==> src/rtl/bank_addr_pkg.sv <==
package bank_addr_pkg;
    localparam int NUM_PAGES = 4;
    localparam int PAGE_W    = 2;
    localparam int SLOT_W    = 2;
    localparam int BANK_W    = 4;

    typedef enum logic [1:0] {
        CMD_HOLD   = 2'b00,
        CMD_SELECT = 2'b01,
        CMD_INC    = 2'b10,
        CMD_DEC    = 2'b11
    } page_cmd_e;

    typedef enum logic [PAGE_W-1:0] {
        PAGE0 = 2'd0,
        PAGE1 = 2'd1,
        PAGE2 = 2'd2,
        PAGE3 = 2'd3
    } page_e;

    // Fixed page-to-bank map, four slots per page.
    function automatic logic [BANK_W-1:0] page_bank(input logic [PAGE_W-1:0] pg,
                                                    input logic [SLOT_W-1:0] slot);
        logic [BANK_W-1:0] b;
        unique case ({pg, slot})
            4'h0: b = 4'd0;  4'h1: b = 4'd1;  4'h2: b = 4'd2;  4'h3: b = 4'd3;
            4'h4: b = 4'd2;  4'h5: b = 4'd4;  4'h6: b = 4'd5;  4'h7: b = 4'd6;
            4'h8: b = 4'd3;  4'h9: b = 4'd7;  4'hA: b = 4'd8;  4'hB: b = 4'd4;
            default: b = 4'd0;
        endcase
        if (pg == 2'd3) begin
            unique case (slot)
                2'd0: b = 4'd5;
                2'd1: b = 4'd1;
                2'd2: b = 4'd6;
                default: b = 4'd8;
            endcase
        end
        return b;
    endfunction
endpackage

==> src/rtl/page_fsm.sv <==
module page_fsm
    import bank_addr_pkg::*;
(
    input  logic              clk,
    input  logic              rst_n,
    input  logic [1:0]        cmd_i,
    input  logic [PAGE_W-1:0] sel_i,
    output logic [PAGE_W-1:0] page_o
);
    page_e state_q, state_d;

    always_ff @(posedge clk or negedge rst_n) begin
        if (!rst_n) state_q <= PAGE0;
        else        state_q <= state_d;
    end

    always_comb begin
        state_d = state_q;
        unique case (page_cmd_e'(cmd_i))
            CMD_HOLD:   state_d = state_q;
            CMD_SELECT: state_d = page_e'(sel_i);
            CMD_INC:    state_d = page_e'(PAGE_W'(state_q + 2'd1));
            CMD_DEC:    state_d = page_e'(PAGE_W'(state_q - 2'd1));
            default:    state_d = state_q;
        endcase
    end

    always_comb begin
        page_o = state_q;
    end

    p_select_r2: assert property (@(posedge clk) disable iff (!rst_n)
        cmd_i == 2'b01 |=> page_o == $past(sel_i));
    p_inc_wrap_r3: assert property (@(posedge clk) disable iff (!rst_n)
        cmd_i == 2'b10 |=> page_o == PAGE_W'($past(page_o) + 2'd1));
    p_dec_wrap_r4: assert property (@(posedge clk) disable iff (!rst_n)
        cmd_i == 2'b11 |=> page_o == PAGE_W'($past(page_o) - 2'd1));
    p_hold_r5: assert property (@(posedge clk) disable iff (!rst_n)
        cmd_i == 2'b00 |=> $stable(page_o));
endmodule

==> src/rtl/swap_reg.sv <==
module swap_reg (
    input  logic clk,
    input  logic rst_n,
    input  logic wr_i,
    input  logic val_i,
    output logic swap_o
);
    always_ff @(posedge clk or negedge rst_n) begin
        if (!rst_n)    swap_o <= 1'b0;
        else if (wr_i) swap_o <= val_i;
    end

    p_swap_load_r7: assert property (@(posedge clk) disable iff (!rst_n)
        wr_i |=> swap_o == $past(val_i));
    p_swap_keep_r7: assert property (@(posedge clk) disable iff (!rst_n)
        !wr_i |=> $stable(swap_o));
endmodule

==> src/rtl/addr_xlat.sv <==
module addr_xlat
    import bank_addr_pkg::*;
#(
    parameter int NUM_BANKS = 9,
    parameter int WORD_W    = 3,
    parameter int SWAP_A    = 5,
    parameter int SWAP_B    = 6
) (
    input  logic [PAGE_W-1:0]        page_i,
    input  logic                     swap_i,
    input  logic [SLOT_W+WORD_W-1:0] opnd_i,
    output logic [BANK_W+WORD_W-1:0] addr_o
);
    localparam logic [BANK_W-1:0] BA = BANK_W'(SWAP_A);
    localparam logic [BANK_W-1:0] BB = BANK_W'(SWAP_B);

    logic [BANK_W-1:0] raw_bank, phys_bank;

    always_comb begin
        raw_bank = page_bank(page_i, opnd_i[SLOT_W+WORD_W-1:WORD_W]);
        // Both candidates formed every time; the bit only steers the mux.
        phys_bank = raw_bank;
        if (raw_bank == BA) phys_bank = swap_i ? BB : BA;
        if (raw_bank == BB) phys_bank = swap_i ? BA : BB;
        addr_o = {phys_bank, opnd_i[WORD_W-1:0]};
    end

    always_comb begin
        p_bank_range_r6: assert (addr_o[BANK_W+WORD_W-1:WORD_W] < BANK_W'(NUM_BANKS));
        p_word_kept_r10: assert (addr_o[WORD_W-1:0] == opnd_i[WORD_W-1:0]);
    end
endmodule

==> src/rtl/host_gate.sv <==
module host_gate #(
    parameter int BANK_W    = 4,
    parameter int DATA_W    = 32,
    parameter int USER_BANKS = 2
) (
    input  logic [BANK_W-1:0] bank_i,
    input  logic              we_i,
    input  logic [DATA_W-1:0] ram_rdata_i,
    output logic              ram_we_o,
    output logic [DATA_W-1:0] rdata_o,
    output logic              denied_o
);
    logic ok;

    always_comb begin
        ok       = bank_i < BANK_W'(USER_BANKS);
        denied_o = !ok;
        ram_we_o = we_i && ok;
        rdata_o  = ok ? ram_rdata_i : '0;
    end

    always_comb begin
        if (bank_i >= BANK_W'(USER_BANKS)) begin
            p_no_write_r8: assert (!ram_we_o);
            p_zero_read_r9: assert (rdata_o == '0);
        end
    end
endmodule

==> src/rtl/bank_addr_unit.sv <==
module bank_addr_unit
    import bank_addr_pkg::*;
#(
    parameter int NUM_BANKS  = 9,
    parameter int WORD_W     = 3,
    parameter int DATA_W     = 32,
    parameter int USER_BANKS = 2,
    parameter int SWAP_A     = 5,
    parameter int SWAP_B     = 6
) (
    input  logic                     clk,
    input  logic                     rst_n,
    input  logic [1:0]               pg_cmd,
    input  logic [PAGE_W-1:0]        pg_sel,
    input  logic                     swap_wr,
    input  logic                     swap_val,
    input  logic [SLOT_W+WORD_W-1:0] opnd,
    output logic [BANK_W+WORD_W-1:0] opnd_addr,
    output logic [PAGE_W-1:0]        cur_page,
    input  logic [BANK_W-1:0]        host_bank,
    input  logic                     host_we,
    input  logic [DATA_W-1:0]        ram_rdata,
    output logic                     host_ram_we,
    output logic [DATA_W-1:0]        host_rdata,
    output logic                     host_denied
);
    logic swap_q;

    page_fsm u_page (
        .clk   (clk),
        .rst_n (rst_n),
        .cmd_i (pg_cmd),
        .sel_i (pg_sel),
        .page_o(cur_page)
    );

    swap_reg u_swap (
        .clk   (clk),
        .rst_n (rst_n),
        .wr_i  (swap_wr),
        .val_i (swap_val),
        .swap_o(swap_q)
    );

    addr_xlat #(
        .NUM_BANKS(NUM_BANKS), .WORD_W(WORD_W), .SWAP_A(SWAP_A), .SWAP_B(SWAP_B)
    ) u_xlat (
        .page_i(cur_page),
        .swap_i(swap_q),
        .opnd_i(opnd),
        .addr_o(opnd_addr)
    );

    host_gate #(
        .BANK_W(BANK_W), .DATA_W(DATA_W), .USER_BANKS(USER_BANKS)
    ) u_gate (
        .bank_i     (host_bank),
        .we_i       (host_we),
        .ram_rdata_i(ram_rdata),
        .ram_we_o   (host_ram_we),
        .rdata_o    (host_rdata),
        .denied_o   (host_denied)
    );

    p_reset_state_r1: assert property (@(posedge clk)
        !rst_n |=> (cur_page == 2'd0) || $rose(rst_n));
endmodule

==> config.mk <==
export PLATFORM = sky130hd
export DESIGN_NAME = bank_addr_unit
export DESIGN_NICKNAME = d
export VERILOG_FILES = /design/src/rtl/bank_addr_pkg.sv /design/src/rtl/page_fsm.sv /design/src/rtl/swap_reg.sv /design/src/rtl/addr_xlat.sv /design/src/rtl/host_gate.sv /design/src/rtl/bank_addr_unit.sv
export SDC_FILE = /design/constraint.sdc
export NUM_CORES = 1
export LEC_CHECK = 0
export ABC_AREA = 1
export CORE_ASPECT_RATIO = 0.9
export CORE_UTILIZATION = 33
export DETAILED_ROUTE_END_ITERATION = 6
export HOLD_SLACK_MARGIN = 0.03
export PLACE_DENSITY = 0.93
export SETUP_SLACK_MARGIN = 0.4
export SLEW_MARGIN = 15
export SYNTH_ARGS = -nofsm -noshare
export SYNTH_HDL_FRONTEND = slang
export SYNTH_SLANG_ARGS = --single-unit
==> constraint.sdc <==
create_clock -name clk -period 2.3 [get_ports clk]
set_input_delay 0.46 -clock clk [delete_from_list [all_inputs] [get_ports clk]]
set_output_delay 0.46 -clock clk [all_outputs]
set_load 0.01 [all_outputs]
==> impl_metrics.tcl <==
set metrics [dict create \
    outcome "complete, no violations" \
    mostFrequentLayoutCells "42 x clkdlybuf4s50_1, 39 x inv_1, 35 x buf_6, 31 x nor2_4, 21 x nand2_1" \
    grt_usage_pct 24.4 \
    r2r_start "u_page.page_o[1]" \
    cpPeakStageDelay_ns 0.44 \
    cpMostUsedCell "buf_12" \
    ant_nets 0 \
    grt_antenna_before_repair 0 \
    clock-root-buffer "clkbuf_4" \
    slew-limit-headroom_pct 85.2 \
    ys.warnings.count 0 \
    die_h_um 53.5 \
    cts_hold_buf 0 \
    cts_num_sinks 3 \
    wl_per_cell_um 14.7 \
    startpoint_type "input pin" \
    dieArea_mm2 0.00317 \
    crit_path_end_kind "output port" \
    rr_worst_depth 5 \
    coreArea_mm2 0.00277 \
    grt_pass1_wl_um 5600 \
    period_share_pct 86.4 \
    critical_path_arrival_ns 1.53 \
    syn_to_final_growth_pct 126 \
    grt_max_degree 11 \
    r2r_setup_slack_ns 1.23 \
    num_rows 18 \
    cts_tree "done" \
    portBuffers 85 \
    area.sequential_um2 77.6 \
    maxSlewViolCount 0 \
    place_congestion 0.878 \
    syn-cell-area_um2 972 \
    finalSetupViolCount 0 \
    worst-path-max-fanout 5 \
    worst_pin_slew_ns 0.221 \
    clkLatencyLatePin_ns 0.24 \
    nFillCells 171 \
    multi_input_area_um2 712 \
    final_common_cell "clkdlybuf4s50_1" \
    clk_path_buf_depth 2 \
    p_sw_mw 0.230 \
    routed_wl_um 4270 \
    final_layout_size_suffix_gt1_share_pct 50.0 \
    setup_slack_ns 0.314 \
    syn_inst 142 \
    htreeDepth 1 \
    vias 1308 \
    r2r-end "u_page.page_o[1]" \
    dp_hpwl_um 2690 \
    hold_viol_final 0 \
    cap_violations 0 \
    tns_ns 0 \
    gr-total-overflow 0 \
    finalPower_mw 0.580 \
    fp.dieW_um 59.2 \
    swShare_pct 39.7 \
    cts_buffers 3 \
    critical_path_class "in -> out" \
    syn_avg_cell_area_um2 6.85 \
    power.density_mw_per_mm2 264 \
    ios 93 \
    clkPwrFrac_pct 16.6 \
    worstHoldPathType "in -> async" \
    design_area_mm2 0.00220 \
    diodes 0 \
    synth_nets 198 \
    drc 0 \
    crit_path_top_delay_cell "or3_4" \
    placed_area_mm2 0.00188 \
    seq_area_frac_synth_pct 7.72 \
    comb_power_share_pct 71.3 \
    rsz0062_at_grt "yes" \
    synth.distinct_cells 20 \
    p_leak_nw 1.11 \
    crit_required_ns 1.84 \
    hold_ws_ns 0.396 \
    drt-initial-drc-count 34 \
    fmaxAchievable_mhz 504 \
    place_ws_ns -0.521 \
    seqPwrFrac_pct 12.1 \
    via_per_inst 4.51 \
    firstDrtPassIters 4 \
    final_net_count 307 \
    fin_skew_ns 0.00466 \
    clkTransAtPathRegs_ns 0.04 \
    grt_pass1_vias 1226 \
    crit_chain "buf_6, or3_4, buf_12, buf_12, nor2_4, buf_2" \
    ys_ff_latch 3 \
    start_util_pct 35.1 \
    p_int_mw 0.350 \
    timing.final.crit_period_ns 1.99 \
    ir_drop_uv 281 \
]
-- worst max-delay path, delay by kind of cell --
kind	cells	cell delay, ns
buffers and inverters	4	0.53
AND/OR/NAND/NOR	2	0.53
-- flip-flops by register name, indices dropped and copies added, names as in the netlist --
signal and flops:
u_page.page_o 2, u_swap.swap_o 1
-- kinds of logic (layout without fill, tap and decap cells) --
group                      Yosys count  after routing  synth area share, %
AOI/OAI and AO/OA                    8              8                 4.89
adders and majority gates            6              6                 7.72
buffers and inverters               52            160                 27.2
DFF                                  3              3                 7.72
and+or+nand+nor                     73             73                 52.5
-- cells in the mapped netlist --
master,count,share of area (%)
o21ai_0,3,1.5
nor2_2,1,0.64
inv_1,43,17
nand3_1,4,2.1
a22oi_1,1,0.77
o211ai_1,1,0.77
buf_12,3,6.2
ha_1,6,7.7
buf_4,3,2.3
nor2_1,12,4.6
nand3b_1,1,0.77
a211oi_1,1,0.77
a21oi_1,2,1.0
buf_6,1,1.2
nor2_4,29,34
inv_2,1,0.39
buf_2,1,0.51
dfrtp_1,3,7.7
nand2_1,25,9.7
or3_4,1,1.2
-- cell type report --
cell class                 count  share of cell area, %
inverter                      44                   7.86
tap                           40                   2.28
clock buffer                   4                   1.20
timing repair buffer         112                   52.7
multi-input combinational     87                   32.4
sequential                     3                   3.53
-- how the worst max path moves through the flow --
stage,startpoint,end,slack [ns],cells past startpoint
floorplan,opnd[3],opnd_addr[4],0.55,9
global placement,opnd[4],opnd_addr[3],-0.47,11
detailed placement,opnd[4],opnd_addr[4],-0.52,11
CTS,host_bank[3],host_rdata[18],0.31,6
global route,host_bank[1],host_rdata[30],0.30,6
finish,host_bank[1],host_rdata[30],0.31,6
-- power by group through the flow --
stage / sequential, mW / clock, mW / combinational, mW
after floorplan: 0.0672 / 0 / 0.166
after global placement: 0.0715 / 0 / 0.333
after detailed placement: 0.0714 / 0 / 0.343
after CTS: 0.0724 / 0.0977 / 0.369
after global routing: 0.0717 / 0.104 / 0.444
final: 0.0705 / 0.0961 / 0.414
-- metrics by stage --
step / utilization [%] / cells
floorplan: - / 142
global placement: 67.9 / 270
detailed placement: 67.9 / 270
CTS: 74.8 / 284
global route: 79.3 / 290
finish: 79.3 / 290
-- repair_timing --
item	4_1_cts	5_1_grt
buffers inserted	8	6
resized for setup	222	21
setup endpoints to repair	38	27
cloned	2	0
pin swaps	12	14
-- per-layer routing --
metal / wire, um / vias up / track usage (%) / part of all wire [%]
li1: - / 610 / - / -
met1: 1400 / 595 / 22.2 / 33
met2: 2320 / 83 / 48.9 / 54
met3: 377 / 20 / 6.36 / 8.8
met4: 170 / 0 / 12.7 / 4.0
met5: 0 / - / 0 / 0
Power figures use the tool's default switching activity.
